**src/rtl/vbi_pkg.sv**
```systemverilog
package vbi_pkg;
    typedef enum logic [1:0] {
        STD_525   = 2'd0,
        STD_625   = 2'd1,
        STD_525V  = 2'd2,
        STD_RSVD  = 2'd3
    } vstd_e;
endpackage

```
**src/rtl/vbi_line_qual.sv**
```systemverilog
module vbi_line_qual
    import vbi_pkg::*;
#(
    parameter int LINE_W = 10,
    parameter int MASK_W = 20
) (
    input  vstd_e               std_sel,
    input  logic                field,
    input  logic [LINE_W-1:0]   line_num,
    input  logic [MASK_W-1:0]   line_mask,
    input  logic                all_lines,
    output logic                blanked,
    output logic                line_sel
);
    localparam int IDX_W = (MASK_W > 1) ? $clog2(MASK_W) : 1;

    logic              known;
    logic [LINE_W-1:0] first_l, last_l, offs;
    logic              mask_hit;

    always_comb begin
        known   = 1'b1;
        blanked = 1'b0;
        first_l = '0;
        last_l  = '0;
        unique case (std_sel)
            STD_525: begin
                blanked = (line_num >= LINE_W'(1)   && line_num <= LINE_W'(9)) ||
                          (line_num >= LINE_W'(264) && line_num <= LINE_W'(271));
                first_l = field ? LINE_W'(272) : LINE_W'(10);
                last_l  = field ? LINE_W'(284) : LINE_W'(21);
            end
            STD_625: begin
                blanked = (line_num >= LINE_W'(623) || line_num <= LINE_W'(5)) ||
                          (line_num >= LINE_W'(311) && line_num <= LINE_W'(317));
                first_l = field ? LINE_W'(318) : LINE_W'(6);
                last_l  = field ? LINE_W'(335) : LINE_W'(22);
            end
            STD_525V: begin
                blanked = (line_num >= LINE_W'(523) || line_num <= LINE_W'(6)) ||
                          (line_num >= LINE_W'(261) && line_num <= LINE_W'(268));
                first_l = field ? LINE_W'(269) : LINE_W'(7);
                last_l  = field ? LINE_W'(284) : LINE_W'(21);
            end
            default: known = 1'b0;
        endcase
    end

    always_comb begin
        offs     = line_num - first_l;
        mask_hit = 1'b0;
        if (line_num >= first_l && line_num <= last_l && offs < LINE_W'(MASK_W))
            mask_hit = line_mask[offs[IDX_W-1:0]];
        line_sel = known && !blanked && (all_lines || mask_hit);
    end
endmodule

```
**src/rtl/vbi_win_cmp.sv**
```systemverilog
module vbi_win_cmp #(
    parameter int POS_W = 11
) (
    input  logic [POS_W-1:0] samp_pos,
    input  logic [POS_W-1:0] win_start,
    input  logic [POS_W-1:0] win_end,
    output logic             in_win
);
    always_comb in_win = (samp_pos >= win_start) && (samp_pos <= win_end);
endmodule

```
**src/rtl/vbi_blank_sub.sv**
```systemverilog
module vbi_blank_sub #(
    parameter int SMP_W = 10
) (
    input  logic [SMP_W-1:0] samp_in,
    input  logic [SMP_W-1:0] blank_lvl,
    output logic [SMP_W-1:0] diff
);
    always_comb diff = (samp_in > blank_lvl) ? (samp_in - blank_lvl) : '0;
endmodule

```
**src/rtl/raw_vbi_gate.sv**
```systemverilog
module raw_vbi_gate
    import vbi_pkg::*;
#(
    parameter int LINE_W = 10,
    parameter int POS_W  = 11,
    parameter int SMP_W  = 10,
    parameter int MASK_W = 20
) (
    input  logic              clk,
    input  logic              rst_n,
    input  logic [1:0]        std_sel,
    input  logic              field,
    input  logic [LINE_W-1:0] line_num,
    input  logic [POS_W-1:0]  samp_pos,
    input  logic [MASK_W-1:0] line_mask,
    input  logic              all_lines,
    input  logic [POS_W-1:0]  win_start,
    input  logic [POS_W-1:0]  win_end,
    input  logic [SMP_W-1:0]  blank_lvl,
    input  logic [SMP_W-1:0]  samp_in,
    output logic              cap_valid,
    output logic [SMP_W-1:0]  cap_data
);
    typedef struct packed {
        logic             valid;
        logic [SMP_W-1:0] data;
    } cap_t;

    cap_t       st_d, st_q;
    logic       blanked, line_sel, in_win;
    logic [SMP_W-1:0] diff;

    vbi_line_qual #(.LINE_W(LINE_W), .MASK_W(MASK_W)) u_qual (
        .std_sel  (vstd_e'(std_sel)),
        .field    (field),
        .line_num (line_num),
        .line_mask(line_mask),
        .all_lines(all_lines),
        .blanked  (blanked),
        .line_sel (line_sel)
    );

    vbi_win_cmp #(.POS_W(POS_W)) u_win (
        .samp_pos (samp_pos),
        .win_start(win_start),
        .win_end  (win_end),
        .in_win   (in_win)
    );

    vbi_blank_sub #(.SMP_W(SMP_W)) u_sub (
        .samp_in  (samp_in),
        .blank_lvl(blank_lvl),
        .diff     (diff)
    );

    always_comb begin
        st_d.valid = line_sel && in_win;
        st_d.data  = st_d.valid ? diff : '0;
    end

    always_ff @(posedge clk) begin
        if (!rst_n) st_q <= '0;
        else        st_q <= st_d;
    end

    assign cap_valid = st_q.valid;
    assign cap_data  = st_q.data;


    no_data_idle_chk: assert property (@(posedge clk) disable iff (!rst_n)
        !cap_valid |-> cap_data == '0);


    window_chk: assert property (@(posedge clk) disable iff (!rst_n)
        cap_valid |-> ($past(samp_pos) >= $past(win_start) && $past(samp_pos) <= $past(win_end)));


    blanked_line_chk: assert property (@(posedge clk) disable iff (!rst_n)
        cap_valid |-> !$past(blanked));


    reserved_std_chk: assert property (@(posedge clk) disable iff (!rst_n)
        cap_valid |-> $past(std_sel) != 2'd3);


    clamp_chk: assert property (@(posedge clk) disable iff (!rst_n)
        (cap_valid && $past(samp_in) <= $past(blank_lvl)) |-> cap_data == '0);


    subtract_chk: assert property (@(posedge clk) disable iff (!rst_n)
        (cap_valid && $past(samp_in) > $past(blank_lvl)) |->
            cap_data == SMP_W'($past(samp_in) - $past(blank_lvl)));
endmodule

```
**config.mk**
```make
export PLATFORM = sky130hd
export DESIGN_NAME = raw_vbi_gate
export DESIGN_NICKNAME = d
export VERILOG_FILES = /design/src/rtl/vbi_pkg.sv /design/src/rtl/vbi_line_qual.sv /design/src/rtl/vbi_win_cmp.sv /design/src/rtl/vbi_blank_sub.sv /design/src/rtl/raw_vbi_gate.sv
export SDC_FILE = /design/constraint.sdc
export NUM_CORES = 1
export LEC_CHECK = 0
export ABC_AREA = 1
export BUFFER_PORTS_ARGS = -buffer_cell sky130_fd_sc_hd__buf_4
export CAP_MARGIN = 0
export CORE_MARGIN = 5
export CORE_UTILIZATION = 40
export CTS_CLUSTER_SIZE = 20
export DETAILED_ROUTE_END_ITERATION = 8
export HOLD_SLACK_MARGIN = 0.08
export PLACE_DENSITY = 0.79
export SLEW_MARGIN = 15
export SYNTH_ARGS = -nofsm -noshare
export SYNTH_HDL_FRONTEND = slang
export SYNTH_SLANG_ARGS = --single-unit
```
**constraint.sdc**
```tcl
create_clock -name clk -period 2.4 [get_ports clk]
set_input_delay 0.24 -clock clk [delete_from_list [all_inputs] [get_ports clk]]
set_output_delay 0.24 -clock clk [all_outputs]
set_load 0.02 [all_outputs]
```
Word-level counts from Yosys, hierarchy flattened
Index checks and enable logic that the tools add are counted.

Add/subtract/negate cells: 2. $lt $le $gt $ge: 19. Equal/unequal tests: 2. Muxes and demuxes: 12. Reductions and logical operators: 21.

Operators with widths (count): $mux 9 (5); $ge 10x9->1 const B (3); $le 10x9->1 const B (3); $pmux 10 s3 (1); $ge 10x10->1 const B (2); $le 10x3->1 const B (2); $pmux 10 s2 (1); $sub 10x10->10 (2); $ge 11x11->1 (1); $le 11x11->1 (1); $ge 10x1->1 const B (1); $ge 10x10->1 (1); $gt 10x10->1 (1); $le 10x10->1 (1); $le 10x4->1 const B (1); $logic_and 1x1->1 (10); $lt 10x5->1 const B (1); $logic_or 1x1->1 (6); $lt 5x6->1 const B (1); $bmux 1 s5 (1); $mux 1 (3); $pmux 1 s3 (1); $reduce_and 3->1 (1); $reduce_or 3->1 (1); other kinds (5) (5).

Flip-flop bits (word level): 11. Input port bits: 89.

Logic depth before layout (Yosys ltp)
Depth in word-level cells: 11. Depth in mapped cells: 19.

By module
Synthesis repeated with hierarchy kept, for this count alone.

Cells, all modules: 562. Area, all modules: 3089.2 um^2.

By module, submodules not included: vbi_line_qual (instances 1, cells each 287, area an instance 1438.9 um^2, sequential area each 0.0 um^2); vbi_blank_sub (instances 1, cells each 131, area an instance 675.6 um^2, sequential area each 0.0 um^2); vbi_win_cmp (instances 1, cells each 110, area an instance 626.9 um^2, sequential area each 0.0 um^2); raw_vbi_gate (instances 1, cells each 34, area an instance 347.8 um^2, sequential area each 220.2 um^2).

Worst setup path before layout
OpenSTA, ideal clock, no wires.

Path kind: input to register. Start: input port std_sel[0]. End: register st_q (netlist bit cap_data[0]). Arrival: 2.131 ns. Slack: 0.203 ns. Stages: 16. Path through: inv_1 -> ha_1 -> ha_1 -> fa_1 -> inv_1 -> nand3_1 -> nand2_1 -> nand3_1 -> nand2_1 -> inv_1 -> nand2_1 -> nor2_1 -> nand3_1 -> nand2_1 -> nand3_4 -> nor2_1.

Word-level cells in the longest chain between the ends: 11.

RTL lines: start: declaration (RTL line raw_vbi_gate.sv:11) `input logic [1:0] std_sel,`; branches (longest 8 deep; another with $sub 10x10->10); $logic_and 1x1->1 * (RTL line vbi_line_qual.sv:54) `line_sel = known && !blanked && (all_lines || mask_hit);`; $logic_and 1x1->1 * (RTL line raw_vbi_gate.sv:57) `st_d.valid = line_sel && in_win;`; $reduce_and 3->1 (no source line) *; end signal: assignment (RTL line raw_vbi_gate.sv:63) `else st_q <= st_d;`; end: declaration (RTL line raw_vbi_gate.sv:29) `cap_t st_d, st_q;`.

Every way passes the cells marked *. The select of a mux whose other input is x is not followed. A chain may end at the register's enable or synchronous reset.

Worst setup path after layout
Start: input port std_sel[0]. End: register st_q (netlist bit cap_data[2]).

The elaborated chain is that of the path after synthesis.

==> impl_metrics.json <==
{
  "outcome": "finished, final reports clean",
  "start_util_pct": 40.9,
  "rows": 30,
  "placed_cell_area_um2": 3770,
  "min_from": "blank_lvl[0]",
  "end_kind": "flip-flop",
  "drt_pass1_iterations": 5,
  "wl_per_cell_um": 11.6,
  "grt_max_degree": 11,
  "min_to": "cap_data[0]",
  "cts_tree": "yes",
  "fp.dieH_um": 93.4,
  "wirelength_mm": 8.21,
  "final_cell_mix": "nand2_1, buf_4, inv_1, nand3_1, ha_1",
  "finalCritPeriodShare_pct": 95.2,
  "drc": 0,
  "peakVddDrop_mv": 0.167,
  "clkSlewWorstSetupHoldPaths_ns": 0.05,
  "routed_via_density": 4.85,
  "antenna_found_initial": 0,
  "min_path_cells": 3,
  "cts_made_buffers": 3,
  "critPathTopFamily": "simple AND/OR/NAND/NOR gates",
  "die_x_um": 93.4,
  "worst_pin_slew_ns": 0.359,
  "ys_seq_area_share_pct": 7.92,
  "gp_congestion": 0.962,
  "grt-ovfl-total": 0,
  "hold_viol": 0,
  "dp_hpwl_mm": 7.04,
  "cpMaxStageDelayCell": "ha_2",
  "grt_pass1_vias": 3215,
  "syn_nets": 634,
  "cp_max_fo": 7,
  "core_um2": 6790,
  "p_total_uw": 1130,
  "area_growth_pct": 43.1,
  "final_cell_area_um2": 3980,
  "setup_viol": 0,
  "cp_data_arrival_time_ns": 2.45,
  "num_io_pins": 100,
  "fin_crit_ns": 2.28,
  "drv_cap": 0,
  "numClockSinks": 11,
  "yosysWarnings": 0,
  "syn-cell-area_um2": 2780,
  "cpMostUsedCell": "nand2_1",
  "clockBufferDepth": 2,
  "drive_above_1_share_pct": 27.5,
  "syn_inst": 491,
  "synth_cell_types": 30,
  "vias": 3433,
  "dieArea_um2": 8720,
  "p_leak_uw": 0.00227,
  "cp_cell_sequence": "buf_6 > inv_2 > ha_4 > nor2_2 > nor3_2 > a31oi_1 > ha_2 > nand2_1 > nand2_1 > inv_1 > nand3_1 > and2_1 > nand2_1 > nand2_1 > nor2_1 > nand3_1 > nand2_2 > nand3_4 > nor2_2",
  "p_per_area_nw_per_um2": 283,
  "critPathMaxStageDelay_ns": 0.34,
  "nNetsFinal": 756,
  "fin_ws_ns": 0.116,
  "drv_slew": 0,
  "hp-class": "primary input to flip-flop",
  "crit_buf_inv": 3,
  "grt_pass1_wl_mm": 13.4,
  "worstSetupStartpointType": "primary input",
  "ctsRootBufferMaster": "clkbuf_8",
  "max-slew-margin-rel_pct": 75.9,
  "grt_usage_pct": 18.2,
  "pre_cts_ws_ns": -0.147,
  "h-tree-depth": 1,
  "synth.avg_cell_area_um2": 5.66,
  "crit_type": "primary input to flip-flop",
  "num_antenna_cells": 0,
  "ant_nets": 0,
  "mostFrequentLayoutCell": "nand2_1",
  "worstPathRequired_ns": 2.57,
  "port_buffers": 99,
  "fmax_mhz": 438,
  "drt-initial-drc-count": 116,
  "ys_ff_latch": 11
}
==> registers in the layout, summed over array words and instances, names as in the netlist <==
register / flops
cap_data: 10
cap_valid: 1
==> tightest hold or removal path, stage by stage <==
cell and delay, ns:
buf_4 0.08, ha_1 0.17, nor2_1 0.06
==> worst max path at each step <==
stage                from          end  slack (ns)  depth (start not counted)
2_1_floorplan  std_sel[0]  cap_data[0]        0.20                         16
3_3_place_gp   std_sel[0]  cap_data[8]       -0.04                         18
3_5_place_dp   std_sel[1]  cap_data[7]       -0.15                         18
4_1_cts        std_sel[1]  cap_data[2]        0.06                         18
5_1_grt        std_sel[0]  cap_data[2]       -0.07                         19
6_report       std_sel[0]  cap_data[2]        0.12                         19
==> area by class of cell <==
type	count	area, um^2
clock buffer	4	45.0
tap	96	120
sequential	11	220
fill	638	2820
multi-input combinational	385	2350
timing repair buffer	117	886
inverter	95	357
==> routing by layer <==
| metal | share of wire [%] | GRT usage (%) |
|---|---|---|
| met3 | 8.9 | 2.49 |
| met2 | 47 | 33.0 |
| met4 | 2.4 | 5.13 |
| met5 | 0 | 0 |
| met1 | 41 | 22.2 |
==> cell families after synthesis <==
group	share of synthesized area (%)
xor+xnor	2.52
simple gates	43.4
flops	7.92
fa+ha+maj	24.8
buf+inv	13.0
compound gates	8.28
==> Yosys cell counts <==
master / count / share of area [%]
nand2_1: 150 / 20
inv_1: 92 / 12
ha_1: 52 / 23
nand3_1: 51 / 9.2
nor2_1: 51 / 6.9
a21oi_1: 21 / 3.8
o21ai_0: 12 / 2.2
dfxtp_1: 11 / 7.9
nand4_1: 8 / 1.8
nor3_1: 5 / 0.90
nor2_2: 4 / 0.90
xnor2_1: 4 / 1.3
xor2_1: 4 / 1.3
nand2_2: 3 / 0.68
a21o_1: 2 / 0.54
a31oi_1: 2 / 0.45
fa_1: 2 / 1.4
inv_2: 2 / 0.27
nand3b_1: 2 / 0.54
o21a_1: 2 / 0.54
o31ai_1: 2 / 0.54
and2_0: 1 / 0.23
and2_1: 1 / 0.23
buf_2: 1 / 0.18
clkinv_1: 1 / 0.13
nand3_4: 1 / 0.63
nor2_4: 1 / 0.41
nor3_4: 1 / 0.59
o21bai_1: 1 / 0.27
or2_2: 1 / 0.23
==> where the power goes <==
group          leakage, uW  internal, uW  switching (uW)  total [uW]
clock            0.0000228           117            69.6         186
sequential       0.0000887           186           0.928         187
combinational      0.00216           341             412         753
==> stage by stage <==
stage / setup TNS, ns / instances / hold slack, ns / util [%]
CTS: 0 / 706 / 0.351 / 56.1
floorplan: 0 / 491 / 0.453 / -
global placement: -0.343 / 702 / 0.597 / 55.4
detailed placement: -1.38 / 702 / 0.602 / 55.4
finish: 0 / 708 / 0.351 / 58.5
global route: -0.218 / 708 / 0.359 / 58.5
==> timing repair <==
item	4_1_cts	5_1_grt
setup buffers	0	1
endpoints found under the setup margin	0	11
hold buffers	0	0
resized for setup	0	42
(Power assumes the default switching activity.)
